==> src/rtl/ilock_acq_pkg.sv <==
package ilock_acq_pkg;

  typedef enum logic [1:0] {
    ST_SPACE = 2'd0,  // idle, waiting for room in the FIFO
    ST_ARM   = 2'd1,  // offer made, waiting for trigger assertion
    ST_HOLD  = 2'd2,  // word taken, waiting for trigger release
    ST_GAP   = 2'd3   // post-transfer idle gap
  } acq_state_t;

endpackage

==> src/rtl/ilock_trig_sync.sv <==
module ilock_trig_sync #(
  parameter int STAGES = 2
) (
  input  logic clk,
  input  logic rst,
  input  logic trig_raw,
  input  logic pol,
  output logic trig_act,
  output logic trig_rise
);

  localparam int LAST = STAGES - 1;

  logic [LAST:0] sync_q;
  logic          act_q;

  generate
    if (STAGES == 1) begin : g_single
      always_ff @(posedge clk) begin
        if (rst) sync_q <= '0;
        else     sync_q <= trig_raw;
      end
    end else begin : g_chain
      always_ff @(posedge clk) begin
        if (rst) sync_q <= '0;
        else     sync_q <= {sync_q[LAST-1:0], trig_raw};
      end
    end
  endgenerate

  assign trig_act = pol ? sync_q[LAST] : ~sync_q[LAST];

  // reset to "active" so the settling of the chain after reset is never a rise
  always_ff @(posedge clk) begin
    if (rst) act_q <= 1'b1;
    else     act_q <= trig_act;
  end

  assign trig_rise = trig_act & ~act_q;

endmodule

==> src/rtl/ilock_word_stage.sv <==
module ilock_word_stage #(
  parameter int DATA_W = 32,
  parameter int LAG    = 1
) (
  input  logic              clk,
  input  logic              rst,
  input  logic [DATA_W-1:0] data_in,
  input  logic              capture,
  input  logic              push,
  output logic [DATA_W-1:0] wr_data
);

  localparam int DEPTH = (LAG < 1) ? 1 : LAG;

  logic [DATA_W-1:0] lag_q [DEPTH];
  logic [DATA_W-1:0] cap_q;

  // delay line matching the trigger synchronizer latency
  always_ff @(posedge clk) begin
    lag_q[0] <= data_in;
    for (int i = 1; i < DEPTH; i++) lag_q[i] <= lag_q[i-1];
  end

  always_ff @(posedge clk) begin
    if (rst) begin
      cap_q   <= '0;
      wr_data <= '0;
    end else begin
      if (capture) cap_q   <= lag_q[DEPTH-1];
      if (push)    wr_data <= cap_q;
    end
  end

endmodule

==> src/rtl/ilock_gap_timer.sv <==
module ilock_gap_timer #(
  parameter int DLY_W = 16
) (
  input  logic             clk,
  input  logic             rst,
  input  logic             clr,
  input  logic             load,
  input  logic [DLY_W-1:0] cfg,
  output logic             done
);

  logic [DLY_W-1:0] cnt_q;

  always_ff @(posedge clk) begin
    if (rst || clr)        cnt_q <= '0;
    else if (load)         cnt_q <= cfg - DLY_W'(1);
    else if (cnt_q != '0)  cnt_q <= cnt_q - DLY_W'(1);
  end

  assign done = (cnt_q == '0);

endmodule

==> src/rtl/ilock_seq.sv <==
module ilock_seq
  import ilock_acq_pkg::*;
(
  input  logic clk,
  input  logic rst,
  input  logic en,
  input  logic evt_pol,
  input  logic fifo_space,
  input  logic trig_act,
  input  logic trig_rise,
  input  logic gap_zero,
  input  logic gap_done,
  output logic capture,
  output logic push,
  output logic gap_load,
  output logic evt_act,
  output logic evt_line,
  output logic push_q
);

  acq_state_t st_q, st_d;

  always_comb begin
    st_d = st_q;
    unique case (st_q)
      ST_SPACE: if (fifo_space) st_d = ST_ARM;
      ST_ARM: begin
        if (trig_rise)        st_d = ST_HOLD;
        else if (!fifo_space) st_d = ST_SPACE;
      end
      ST_HOLD:  if (!trig_act) st_d = gap_zero ? ST_SPACE : ST_GAP;
      ST_GAP:   if (gap_done)  st_d = ST_SPACE;
      default:  st_d = ST_SPACE;
    endcase
    if (!en) st_d = ST_SPACE;
  end

  assign capture  = en && (st_q == ST_ARM)  && trig_rise;
  assign push     = en && (st_q == ST_HOLD) && !trig_act;
  assign gap_load = push && !gap_zero;

  always_ff @(posedge clk) begin
    if (rst) begin
      st_q     <= ST_SPACE;
      evt_act  <= 1'b0;
      evt_line <= ~evt_pol;
      push_q   <= 1'b0;
    end else begin
      st_q     <= st_d;
      evt_act  <= (st_d == ST_ARM);
      evt_line <= (st_d == ST_ARM) ~^ evt_pol;
      push_q   <= push;
    end
  end

endmodule

==> src/rtl/ilock_acq_ctrl.sv <==
module ilock_acq_ctrl #(
  parameter int DATA_W      = 32,
  parameter int DLY_W       = 16,
  parameter int SYNC_STAGES = 2
) (
  input  logic              clk,
  input  logic              rst,
  input  logic              en,
  input  logic              trig_pol,
  input  logic              evt_pol,
  input  logic [DLY_W-1:0]  gap_cycles,
  input  logic              trig_in,
  input  logic [DATA_W-1:0] data_in,
  input  logic              fifo_space,
  output logic              evt_out,
  output logic              wr_en,
  output logic [DATA_W-1:0] wr_data
);

  localparam int DATA_LAG = SYNC_STAGES - 1;

  logic trig_act, trig_rise;
  logic capture, push, gap_load, gap_done;
  logic evt_act;
  logic gap_zero;

  assign gap_zero = (gap_cycles == '0);

  ilock_trig_sync #(.STAGES(SYNC_STAGES)) u_sync (
    .clk       (clk),
    .rst       (rst),
    .trig_raw  (trig_in),
    .pol       (trig_pol),
    .trig_act  (trig_act),
    .trig_rise (trig_rise)
  );

  ilock_word_stage #(.DATA_W(DATA_W), .LAG(DATA_LAG)) u_word (
    .clk     (clk),
    .rst     (rst),
    .data_in (data_in),
    .capture (capture),
    .push    (push),
    .wr_data (wr_data)
  );

  ilock_gap_timer #(.DLY_W(DLY_W)) u_gap (
    .clk  (clk),
    .rst  (rst),
    .clr  (!en),
    .load (gap_load),
    .cfg  (gap_cycles),
    .done (gap_done)
  );

  ilock_seq u_seq (
    .clk        (clk),
    .rst        (rst),
    .en         (en),
    .evt_pol    (evt_pol),
    .fifo_space (fifo_space),
    .trig_act   (trig_act),
    .trig_rise  (trig_rise),
    .gap_zero   (gap_zero),
    .gap_done   (gap_done),
    .capture    (capture),
    .push       (push),
    .gap_load   (gap_load),
    .evt_act    (evt_act),
    .evt_line   (evt_out),
    .push_q     (wr_en)
  );

endmodule

==> config.mk <==
export PLATFORM = sky130hd
export DESIGN_NAME = ilock_acq_ctrl
export DESIGN_NICKNAME = d
export VERILOG_FILES = /design/src/rtl/ilock_acq_pkg.sv /design/src/rtl/ilock_trig_sync.sv /design/src/rtl/ilock_word_stage.sv /design/src/rtl/ilock_gap_timer.sv /design/src/rtl/ilock_seq.sv /design/src/rtl/ilock_acq_ctrl.sv
export SDC_FILE = /design/constraint.sdc
export NUM_CORES = 1
export LEC_CHECK = 0
export CAP_MARGIN = 20
export CORE_MARGIN = 2
export CORE_UTILIZATION = 45
export DETAILED_ROUTE_END_ITERATION = 10
export PLACE_DENSITY = 0.76
export SKIP_LAST_GASP = 1
export SYNTH_ARGS = -nofsm -noshare
export SYNTH_HDL_FRONTEND = slang
export SYNTH_HIERARCHICAL = 1
export SYNTH_SLANG_ARGS = --single-unit
export TNS_END_PERCENT = 5
==> constraint.sdc <==
create_clock -name clk -period 3.9 [get_ports clk]
set_input_delay 0.78 -clock clk [delete_from_list [all_inputs] [get_ports clk]]
set_output_delay 0.78 -clock clk [all_outputs]
set_load 0.005 [all_outputs]
======== After elaboration in Yosys (flattened, before gate mapping) ========
Memory sizes are Yosys's and may differ from the RTL's. A register that Yosys moved wholly into a read port is not among the register bits.
Cells that the tools add are included.
storage, ports and cells
  bits of input ports ..................... 55
  latch bits .............................. 0
  output and inout bits ................... 34
  bits in read-only memories .............. 0
  memories ................................ 1
  logic and storage cells ................. 45
  bits in writable memories ............... 32
  bits in registers ....................... 55
memories
  name          words  bits a word  read ports  clocked after Yosys merged registers in  wr ports  RTL line                text
  u_word.lag_q  1      32           1           1                                        1         ilock_word_stage.sv:15  logic [DATA_W-1:0] lag_q [DEPTH];
operators by class
  multipliers ............................. 0
  add/sub/neg operators ................... 2
  bitwise gates (word level) .............. 5
  multiplexer cells ....................... 12
  div/mod/pow operators ................... 0
  magnitude comparators ................... 0
  reduce and logical (&&, ||, !) cells .... 14
  equal/unequal tests ..................... 4
  shifts and indexed selects .............. 0
operators by type and width
  cell                                                  number
  logical NOT 16 bit                                    2
  two-way mux 16 bit                                    2
  subtractor 16 x 1 -> 16 bit (second input constant)   2
  nonzero test 16 bit                                   1
  two-way mux 2 bit                                     7
  case mux 2 bit (4 select lines)                       1
  logical AND 1 bit                                     5
  equality test 2 x 1 -> 1 bit (second input constant)  2
  equality test 2 bit (second input constant)           2
  logical NOT 1 bit                                     3
  NOT 1 bit                                             3
  logical NOT 2 bit                                     1
  two-way mux 1 bit                                     2
  nonzero test 2 bit                                    1
  AND 1 bit                                             1
  logical OR 1 bit                                      1
  XNOR 1 bit                                            1

======== Depth between registers and ports, before layout ========
  depth after elaboration ................. 9
  gate-level depth with buffers ........... 13
  depth with buffers taken out ............ 10

======== Cells and area by module ========
The synthesis kept the hierarchy.
modules (own cells, without submodules)
  module            cells each  area each (µm²)  times used  sequential area each (µm²)
  ilock_word_stage  239         2977.9           1           1921.8
  ilock_gap_timer   132         1142.3           1           320.3
  ilock_seq         24          251.5            1           100.1
  ilock_trig_sync   9           95.1             1           60.1
  ilock_acq_ctrl    6           37.5             1           0.0

======== Least setup slack after synthesis ========
OpenSTA, ideal clock, no wires.
  path kind ............................... input-to-reg
  from .................................... input trig_pol
  to ...................................... register u_gap.cnt_q[14]
  buffers on the path ..................... 3
  data required time ...................... 3.764 ns
  path slack .............................. 0.402 ns
  library setup time ...................... 0.136 ns
  stages .................................. 13
  data arrival time ....................... 3.362 ns
  cell sequence ........................... xor2_1 inv_1 nand4bb_1 nor2_1 buf_6 buf_2 buf_1 mux2i_1 ha_1 inv_1 a211oi_2 and4_1 nor3_2
on the way
  word-level cells in the longest chain between the ends .. 5
  elaborated cells on any way between the ends .. 6
  those cells by class .................... mux (2); reduce/logical (4)
RTL lines
  element                                                          RTL line               text
  from (decl)                                                      ilock_acq_ctrl.sv:9    input logic trig_pol,
  two-way mux 1 bit (*)                                            ilock_trig_sync.sv:31  assign trig_act = pol ? sync_q[LAST] : ~sync_q[LAST];
  via trig_act                                                     ilock_acq_ctrl.sv:22   logic trig_act, trig_rise;
  logical NOT 1 bit (*)                                            n/a
  logical AND 1 bit (*)                                            ilock_seq.sv:39        assign push = en && (st_q == ST_HOLD) && !trig_act;
  logical AND 1 bit (*)                                            ilock_seq.sv:40        assign gap_load = push && !gap_zero;
  via gap_load                                                     ilock_acq_ctrl.sv:23   logic capture, push, gap_load, gap_done;
  two-way mux 16 bit / nonzero test 2 bit (equally long branches)  n/a
  to (signal assigned)                                             ilock_gap_timer.sv:16  else if (load) cnt_q <= cfg - DLY_W'(1);
  to (signal assigned)                                             ilock_gap_timer.sv:17  else if (cnt_q != '0) cnt_q <= cnt_q - DLY_W'(1);
  to (decl)                                                        ilock_gap_timer.sv:12  logic [DLY_W-1:0] cnt_q;
The timed path passes the listed nets; every way through them passes the cells marked *.
A chain may end at the register's enable or synchronous reset.

======== Final worst setup path ========
Ends and elaborated chain as after synthesis.

==> metrics.txt <==
routed wl met2 4560 um; Sum Neg Setup Slack 0 ns; Avg WL per Cell 14.6 um; reg2reg setup slack 1.00 ns; R2R Path Start u_sync/sync_q[1]; # IOs 89; GPL Wtd Cong 0.871; Worst-path clk slew 0.06 ns; layout cells sized above 1 0.111; P&R area growth vs syn 32.8%; PD cells 624 nW/um2; PortBufs 88; Slew headroom 0.587; critical path endpoint category flop; FF-to-FF End u_gap/cnt_q[14]; reg2reg path depth 11; vias in the first global route 3,266; Mapped Area 4480 um2; Critical Path Start Type input port; DP HPWL 6250 um; status completed; CORE AREA 9730 um2; Initial Utilization 0.461; Inserted Diodes 0; worst vdd ir 0.426 mV; worst hold stages 1; drt first pass iters 6; metal3 WL 450 um; die area 10,800 um2; total power 3720 uW; GRT Residual Overflow 0; first-pass GRT wire length 15,900 um; DRC violations left 0; category of the most critical setup path in2reg; gr usage total 0.185; hold_buf cts 0; Die H 104 um; Setup-failing EPs final 0; min Tclk post-route 3.29 ns; H-tree level count 4; M1 wire length 4310 um; initial antenna violation count 0; WHS 0.438 ns; Antenna Nets Post-Route 0; fin crit share 0.844; via count 3,243; CTS tree done; Synth Warn # 6; slew of the pin with the lowest slew margin 0.619 ns; CP max FO 45; drt total wl 9420 um; crit path DAT 3.68 ns; cts bufs inserted 17; Max Cap Violations 0; Layout Nets 557; clock tree buffer depth 2; Hold Vio Cnt, Final 0; HP Class reg2reg; required time of the critical path 4.29 ns; postcts setup bufs 0; vias per cell 5.03; Worst Clk Skew 0.00719 ns; Clk Tree Root Cell clkbuf_8; Post-Syn Nets 465; RSZ-0062 raised after global routing no; num rows 36; largest net degree at the start of global routing 46; CP Capture Point u_gap/cnt_q[14]; crit path from trig_pol; Mapped Cells 409; # resized after CTS 0; Fmax achieved 304 MHz; Clock Latency Late Sink 0.50 ns; leak pwr 0.00213 uW; max layer used met4; die width 104 um; Slew Viols, Final 0; CTS sink cnt 119; Avg Synthesized Cell Area 11.0 um2; 1st-iter DRT viols 117
worst min path at each step:
stage | endpoint | from
after floorplan | u_sync/sync_q[1] | u_sync/sync_q[0]
after global placement | u_sync/sync_q[1] | u_sync/sync_q[0]
after detailed placement | u_sync/sync_q[1] | u_sync/sync_q[0]
after CTS | u_sync/sync_q[1] | u_sync/sync_q[0]
after global routing | u_sync/sync_q[1] | u_sync/sync_q[0]
final | u_sync/sync_q[1] | u_sync/sync_q[0]
registers in the layout, indices dropped and copies added, names as in the netlist, 2 cells and up:
name and cells:
u_word/cap_q 32, u_word/lag_q 32, u_word/wr_data 32, u_gap/cnt_q 16, u_seq/st_q 2, u_sync/sync_q 2
power breakdown:
part	switching, uW	internal [uW]	total [uW]
clock network	507	997	1500
logic	474	370	844
registers	66.2	1300	1370
stage by stage:
step	std cells	utilization	area, um2	setup slack, ns
3_5_place_dp	615	0.553	5380	0.156
6_report	645	0.612	5960	0.610
3_3_place_gp	615	0.553	5380	0.254
2_1_floorplan	409	-	4480	0.402
4_1_cts	645	0.612	5960	0.680
5_1_grt	645	0.612	5960	0.377
layout make-up:
class | count | area [um2]
Inverter | 4 | 15.0
Tap cell | 133 | 166
Multi-Input combinational cell | 265 | 1880
Timing Repair Buffer | 94 | 933
Clock inverter | 8 | 124
Clock buffer | 22 | 453
Fill cell | 804 | 3770
Sequential cell | 119 | 2380
layout by cell type (no fill, tap or decap), types with 2 or more instances in the layout:
cell type	count
xor2_1	4
dfxtp_1	119
nor2_1	77
clkbuf_1	3
or3b_2	2
a31o_2	2
mux2i_1	72
a21o_1	2
o21ai_0	2
or3_1	6
a21oi_1	13
nand2b_1	5
inv_1	3
clkbuf_16	16
nor4_1	7
nand4_1	2
nor3_1	9
mux2_2	5
buf_4	5
clkbuf_8	3
clkinvlp_4	2
nor2b_1	5
or4_1	2
clkinv_2	2
bufinv_16	3
a222oi_1	3
nand3_1	3
clkdlybuf4s50_1	87
or3b_1	2
nand2_1	7
xnor2_1	4
and4_1	2
layer usage:
metal  global-route usage  up-vias
met5                    0        -
met4               0.0705        0
met3               0.0585        9
met2                0.306       91
met1                0.226     1531
li1                     -     1612
critical path: stages:
cell and delay, ns:
clkdlybuf4s50_1 0.47, xor2_1 0.22, inv_1 0.10, nand4bb_1 0.29
nor2_2 0.18, buf_12 0.23, mux2i_1 0.28, ha_1 0.29
inv_1 0.08, a211oi_2 0.43, and4_1 0.28, nor3_2 0.04
Power figures use the tool's default switching activity.
